--- src/rtl/agc_pdm_pkg.sv ---
package agc_pdm_pkg;
  typedef enum logic [1:0] {
    GDIR_HOLD = 2'd0,
    GDIR_UP   = 2'd1,
    GDIR_DOWN = 2'd2
  } gain_dir_e;
endpackage

--- src/rtl/agc_amp_est.sv ---
module agc_amp_est #(
  parameter int SMP_W    = 6,
  parameter int BLK_LOG2 = 11,
  localparam int SUM_W   = SMP_W + BLK_LOG2 + 1
) (
  input  logic                    clk_i,
  input  logic                    rst_ni,
  input  logic                    valid_i,
  input  logic [SMP_W-1:0]        smp_i_i,
  input  logic [SMP_W-1:0]        smp_q_i,
  output logic                    done_o,
  output logic [SUM_W-1:0]        sum_o
);
  logic [SMP_W-1:0]    mag_i, mag_q;
  logic [SMP_W:0]      mag;
  logic [BLK_LOG2-1:0] cnt_q;
  logic [SUM_W-1:0]    acc_q, acc_n;
  logic                last;

  // magnitude of most negative value still fits SMP_W bits unsigned
  assign mag_i = smp_i_i[SMP_W-1] ? (~smp_i_i + 1'b1) : smp_i_i;
  assign mag_q = smp_q_i[SMP_W-1] ? (~smp_q_i + 1'b1) : smp_q_i;
  assign mag   = {1'b0, mag_i} + {1'b0, mag_q};
  assign acc_n = acc_q + SUM_W'(mag);
  assign last  = valid_i && (&cnt_q);

  always_ff @(posedge clk_i or negedge rst_ni) begin
    if (!rst_ni) begin
      cnt_q  <= '0;
      acc_q  <= '0;
      sum_o  <= '0;
      done_o <= 1'b0;
    end else begin
      done_o <= last;
      if (valid_i) begin
        cnt_q <= cnt_q + 1'b1;
        if (last) begin
          acc_q <= '0;
          sum_o <= acc_n;
        end else begin
          acc_q <= acc_n;
        end
      end
    end
  end

  // close pulse lasts one cycle (block holds at least two samples)
  a_r3_done_single: assert property (@(posedge clk_i) disable iff (!rst_ni)
    done_o |=> !done_o);
endmodule

--- src/rtl/agc_gain_loop.sv ---
module agc_gain_loop
  import agc_pdm_pkg::*;
#(
  parameter int GAIN_W = 8,
  parameter int SUM_W  = 18
) (
  input  logic              clk_i,
  input  logic              rst_ni,
  input  logic              done_i,
  input  logic [SUM_W-1:0]  sum_i,
  input  logic [SUM_W-1:0]  target_i,
  input  logic [GAIN_W-1:0] step_i,
  output logic [GAIN_W-1:0] gain_o,
  output logic              upd_o
);
  localparam logic [GAIN_W-1:0] GAIN_MAX = '1;
  localparam logic [GAIN_W-1:0] GAIN_MID = GAIN_W'(1) << (GAIN_W - 1);

  gain_dir_e         dir;
  logic [GAIN_W:0]   up_sum;
  logic [GAIN_W-1:0] up_val, dn_val, gain_n;

  always_comb begin
    if (sum_i < target_i)      dir = GDIR_UP;
    else if (sum_i > target_i) dir = GDIR_DOWN;
    else                       dir = GDIR_HOLD;
  end

  assign up_sum = {1'b0, gain_o} + {1'b0, step_i};
  assign up_val = up_sum[GAIN_W] ? GAIN_MAX : up_sum[GAIN_W-1:0];
  assign dn_val = (step_i > gain_o) ? '0 : (gain_o - step_i);

  always_comb begin
    unique case (dir)
      GDIR_UP:   gain_n = up_val;
      GDIR_DOWN: gain_n = dn_val;
      default:   gain_n = gain_o;
    endcase
  end

  always_ff @(posedge clk_i or negedge rst_ni) begin
    if (!rst_ni) begin
      gain_o <= GAIN_MID;
      upd_o  <= 1'b0;
    end else begin
      upd_o <= done_i;
      if (done_i) gain_o <= gain_n;
    end
  end

  a_r4_up_no_drop: assert property (@(posedge clk_i) disable iff (!rst_ni)
    (done_i && (sum_i < target_i)) |=> (gain_o >= $past(gain_o)));
  a_r5_down_no_rise: assert property (@(posedge clk_i) disable iff (!rst_ni)
    (done_i && (sum_i > target_i)) |=> (gain_o <= $past(gain_o)));
  a_r6_equal_holds: assert property (@(posedge clk_i) disable iff (!rst_ni)
    (done_i && (sum_i == target_i)) |=> $stable(gain_o));
  a_r3_quiet_no_change: assert property (@(posedge clk_i) disable iff (!rst_ni)
    !done_i |=> $stable(gain_o));
endmodule

--- src/rtl/agc_pdm_mod.sv ---
module agc_pdm_mod #(
  parameter int GAIN_W   = 8,
  parameter int DIV_LOG2 = 2
) (
  input  logic              clk_i,
  input  logic              rst_ni,
  input  logic [GAIN_W-1:0] gain_i,
  output logic              bit_o
);
  logic              tick;
  logic [GAIN_W-1:0] pacc_q;
  logic [GAIN_W:0]   pacc_n;

  generate
    if (DIV_LOG2 == 0) begin : g_nodiv
      assign tick = 1'b1;
    end else begin : g_div
      logic [DIV_LOG2-1:0] div_q;
      always_ff @(posedge clk_i or negedge rst_ni) begin
        if (!rst_ni) div_q <= '0;
        else         div_q <= div_q + 1'b1;
      end
      assign tick = &div_q;
    end
  endgenerate

  assign pacc_n = {1'b0, pacc_q} + {1'b0, gain_i};

  always_ff @(posedge clk_i or negedge rst_ni) begin
    if (!rst_ni) begin
      pacc_q <= '0;
      bit_o  <= 1'b0;
    end else if (tick) begin
      pacc_q <= pacc_n[GAIN_W-1:0];
      bit_o  <= pacc_n[GAIN_W];
    end
  end

  a_r8_change_on_tick: assert property (@(posedge clk_i) disable iff (!rst_ni)
    !$stable(bit_o) |-> $past(tick));
endmodule

--- src/rtl/agc_pdm_ctrl.sv ---
module agc_pdm_ctrl #(
  parameter int SMP_W    = 6,
  parameter int BLK_LOG2 = 11,
  parameter int GAIN_W   = 8,
  parameter int DIV_LOG2 = 2
) (
  input  logic                      clk_i,
  input  logic                      rst_ni,
  input  logic                      smp_valid_i,
  input  logic [SMP_W-1:0]          smp_i_i,
  input  logic [SMP_W-1:0]          smp_q_i,
  input  logic [SMP_W+BLK_LOG2:0]   target_i,
  input  logic [GAIN_W-1:0]         step_i,
  input  logic                      od_mode_i,
  output logic [GAIN_W-1:0]         gain_o,
  output logic                      gain_upd_o,
  output logic                      pad_o,
  output logic                      pad_oe_o
);
  localparam int SUM_W = SMP_W + BLK_LOG2 + 1;

  logic             blk_done;
  logic [SUM_W-1:0] blk_sum;
  logic             pdm_bit;

  agc_amp_est #(.SMP_W(SMP_W), .BLK_LOG2(BLK_LOG2)) u_est (
    .clk_i   (clk_i),
    .rst_ni  (rst_ni),
    .valid_i (smp_valid_i),
    .smp_i_i (smp_i_i),
    .smp_q_i (smp_q_i),
    .done_o  (blk_done),
    .sum_o   (blk_sum)
  );

  agc_gain_loop #(.GAIN_W(GAIN_W), .SUM_W(SUM_W)) u_loop (
    .clk_i    (clk_i),
    .rst_ni   (rst_ni),
    .done_i   (blk_done),
    .sum_i    (blk_sum),
    .target_i (target_i),
    .step_i   (step_i),
    .gain_o   (gain_o),
    .upd_o    (gain_upd_o)
  );

  agc_pdm_mod #(.GAIN_W(GAIN_W), .DIV_LOG2(DIV_LOG2)) u_mod (
    .clk_i  (clk_i),
    .rst_ni (rst_ni),
    .gain_i (gain_o),
    .bit_o  (pdm_bit)
  );

  // open-drain: drive only the low level
  assign pad_o    = od_mode_i ? 1'b0 : pdm_bit;
  assign pad_oe_o = od_mode_i ? ~pdm_bit : 1'b1;

  a_r3_upd_follows_done: assert property (@(posedge clk_i) disable iff (!rst_ni)
    blk_done |=> gain_upd_o);
endmodule

--- config.mk ---
export PLATFORM = sky130hd
export DESIGN_NAME = agc_pdm_ctrl
export DESIGN_NICKNAME = d
export VERILOG_FILES = /design/src/rtl/agc_pdm_pkg.sv /design/src/rtl/agc_amp_est.sv /design/src/rtl/agc_gain_loop.sv /design/src/rtl/agc_pdm_mod.sv /design/src/rtl/agc_pdm_ctrl.sv
export SDC_FILE = /design/constraint.sdc
export NUM_CORES = 1
export LEC_CHECK = 0
export BUFFER_PORTS_ARGS = -buffer_cell sky130_fd_sc_hd__buf_2
export CAP_MARGIN = 15
export CORE_MARGIN = 2
export CORE_UTILIZATION = 60
export DETAILED_ROUTE_END_ITERATION = 8
export GPL_TIMING_DRIVEN = 1
export PLACE_DENSITY_LB_ADDON = 0.25
export SYNTH_ARGS = -nofsm -noshare
export SYNTH_HDL_FRONTEND = slang
export SYNTH_HIERARCHICAL = 1
export SYNTH_SLANG_ARGS = --single-unit
--- constraint.sdc ---
create_clock -name clk_i -period 3.4 [get_ports clk_i]
set_input_delay 0.17 -clock clk_i [delete_from_list [all_inputs] [get_ports clk_i]]
set_output_delay 0.17 -clock clk_i [all_outputs]
set_load 0.01 [all_outputs]
==> results.yml <==
global_route:
  grt_first_pass_wirelength_um: 19650
  grt_pass1_vias: 4313
  antenna_found_initial: 0
  grt_max_degree: 45
  overflow: 0
  grtUsageTotal_pct: 25.25
power_and_ir_drop:
  power_uw: 2729
  ir_worst_vdd_uv: 317.5
  p_leak_uw: 0.002892
  power.density_nw_per_um2: 470.2
setup_path:
  path_cells: "inv_1, fa_1, inv_1, ha_1, inv_1, fa_1, nor2b_1, o31ai_1, a2111o_1, nor3_1, a311o_1"
  crit_top_cell: "inv_1"
  critPathLaunchType: "flop"
  path_max_fanout: 7
  critical_path_class: "flop to flop"
  cpPeakStageDelay_ns: 0.68
  critical_path.slowest_cell: "o31ai_1"
  critical_path_arrival_ns: 3.24
  required_ns: 3.63
  endpoint_kind: "flop"
layout:
  drive_gt1_share_pct: 14.91
  nets: 737
  antennaDiodeCount: 0
  syn_to_final_growth_pct: 10.40
  utilization_pct: 67.53
timing:
  hold-worst-slack_ns: 0.3150
  hold_viol_final: 0
  fmax_ghz: 0.3325
  fin_crit_ns: 3.007
  tightest_slew_ns: 0.8273
  drv_slew: 0
  rsz0062_at_grt: "false"
  fin_setup_tns_ns: 0
  min_period_over_period_pct: 88.45
  relSlewSlack_pct: 44.38
  finalClockSkew_ns: 0.01375
  setup_violations: 0
drt:
  vias_per_cell: 5.817
  drtPass1Iterations: 5
  drc: 0
  routedWlPerCell_um: 15.14
  vias: 4334
  antenna_left: 0
  routed_wl_um: 11280
  first_iter_violations: 194
synth:
  synth_cells: 586
  synth_area_leaders: "dfrtp_1, ha_1, inv_1"
  synth_top_area_cell: "dfrtp_1"
  synthArstFlopShare_pct: 100.0
  seq_area_frac_synth_pct: 32.40
  synthFlopType: "dfrtp_1"
  synth_area_per_cell_um2: 8.970
  synth_seq_cells: 68
  netlist_area_um2: 5256
  synth_edf_count: 0
  synth_nets: 691
  yosysWarnings: 6
  synth.distinct_cells: 70
  synth_top_area_share_pct: 31.90
clock_network:
  cts_buffer_depth: 2
  cts_sinks: 68
  cts_hold_buffers: 1
  clock_latency_ns: 0.35
  cts_resized: 0
  cts.clk_slew.worst_paths_ns: 0.08
  numCtsBuffers: 9
  cts_root_buffer: "clkbuf_8"
  postCtsSetupBuffers: 0
  cts_tree: "yes"
  cts_max_level: 3
run:
  maxCapViolCount: 0
floorplanning:
  die_w_um: 97.60
  start_util_pct: 61.17
  rows: 34
  ioPinCount: 53
  dieArea_um2: 9525
  fp.dieH_um: 97.60
  core_um2: 8593
placement:
  dp_hpwl_um: 8624
  gp_congestion: 0.8651
  numPortBuffers: 52
run_status:
  status: "complete, no violations"
worst_hold_path:
  worstHoldPathType: "primary input to flop"
==> Yosys cell counts, types with 7 or more instances <==
library cell,number
nand3_1,17
nand4_1,8
o211ai_1,8
nand2_1,45
nor2_1,38
nand2b_1,11
dfrtp_1,67
fa_1,10
a21oi_1,24
xnor2_1,20
inv_1,65
a211oi_1,10
o22ai_1,9
nor3_1,12
clkbuf_1,10
ha_1,53
nor2b_1,12
buf_2,7
xor2_1,17
o21ai_0,42
==> layer usage <==
metal  share of wire (%)  track usage, %
met4                 2.2           9.188
met5                   0               0
met2                  51           43.98
met1                  43           31.75
met3                 3.5           3.957
==> kinds of logic after synthesis <==
logic type / count (synthesis) / synth area share [%]
XOR/XNOR: 37 / 6.165
AND/OR/NAND/NOR: 169 / 16.52
flip-flops: 68 / 32.40
adder cells (fa/ha/maj): 63 / 16.42
multiplexers: 11 / 2.214
AO/OA/AOI/OAI: 151 / 19.59
buffers and inverters: 87 / 6.689
==> state kept, by name, summed over array words and instances (netlist names) <==
name               count
u_est/done_o           1
u_mod/pacc_q           8
u_mod/bit_o            1
u_est/cnt_q           11
u_est/acc_q           18
u_loop/gain_o          8
u_mod/g_div.div_q      2
u_est/sum_o           18
u_loop/upd_o           1
==> metrics by stage <==
stage	setup slack, ns	cell area, um2	cells
floorplan	0.4426	5256	586
global route	0.1386	5803	745
CTS	0.4597	5803	745
global placement	0.2170	5570	728
finish	0.3928	5803	745
detailed placement	0.07659	5570	728
==> final timing paths <==
kind	from	end	slack [ns]	cells past startpoint
max reg2reg	u_est/acc_q[1]	u_est/acc_q[17]	0.39	11
max in group asynchronous	rst_ni	u_est/done_o	2.07	3
max	u_est/acc_q[1]	u_est/acc_q[17]	0.39	11
min reg2reg	u_mod/g_div.div_q[0]	u_mod/g_div.div_q[0]	0.43	1
min in group asynchronous	rst_ni	u_loop/gain_o[2]	0.35	2
min	step_i[1]	u_loop/gain_o[1]	0.31	3
==> report_power, final <==
part | internal, uW | total, uW | switching (uW)
clock | 416 | 745 | 329
combinational | 407 | 969 | 562
sequential | 912 | 1010 | 102
==> cell usage in the layout (no fill, tap or decap), drive strengths merged, types with 17 or more instances in the layout <==
cell type,netlist,final
dfrtp,67,67
inv,66,67
buf,10,55
ha,53,53
o21ai,49,49
nand2,46,46
nor2,38,38
a21oi,24,24
xnor2,20,20
nand3,17,17
xor2,17,17
==> cell type report <==
cell class | count | area, um2
Clock inverter | 7 | 98.84
Multi-Input combinational cell | 431 | 3202
Sequential cell | 68 | 1703
Tap cell | 108 | 135.1
Inverter | 66 | 247.7
Timing Repair Buffer | 56 | 292.8
Clock buffer | 9 | 123.9
Fill cell | 691 | 2790
==> worst max-delay path, delay by kind of cell, from the launching register on <==
family | cells | cell delay (ns)
AO/OA/AOI/OAI | 3 | 1.26
adder cells (fa/ha/maj) | 3 | 0.98
flip-flops | 1 | 0.32
buffers and inverters | 3 | 0.20
AND/OR/NAND/NOR | 2 | 0.14
(Power assumes the default switching activity.)
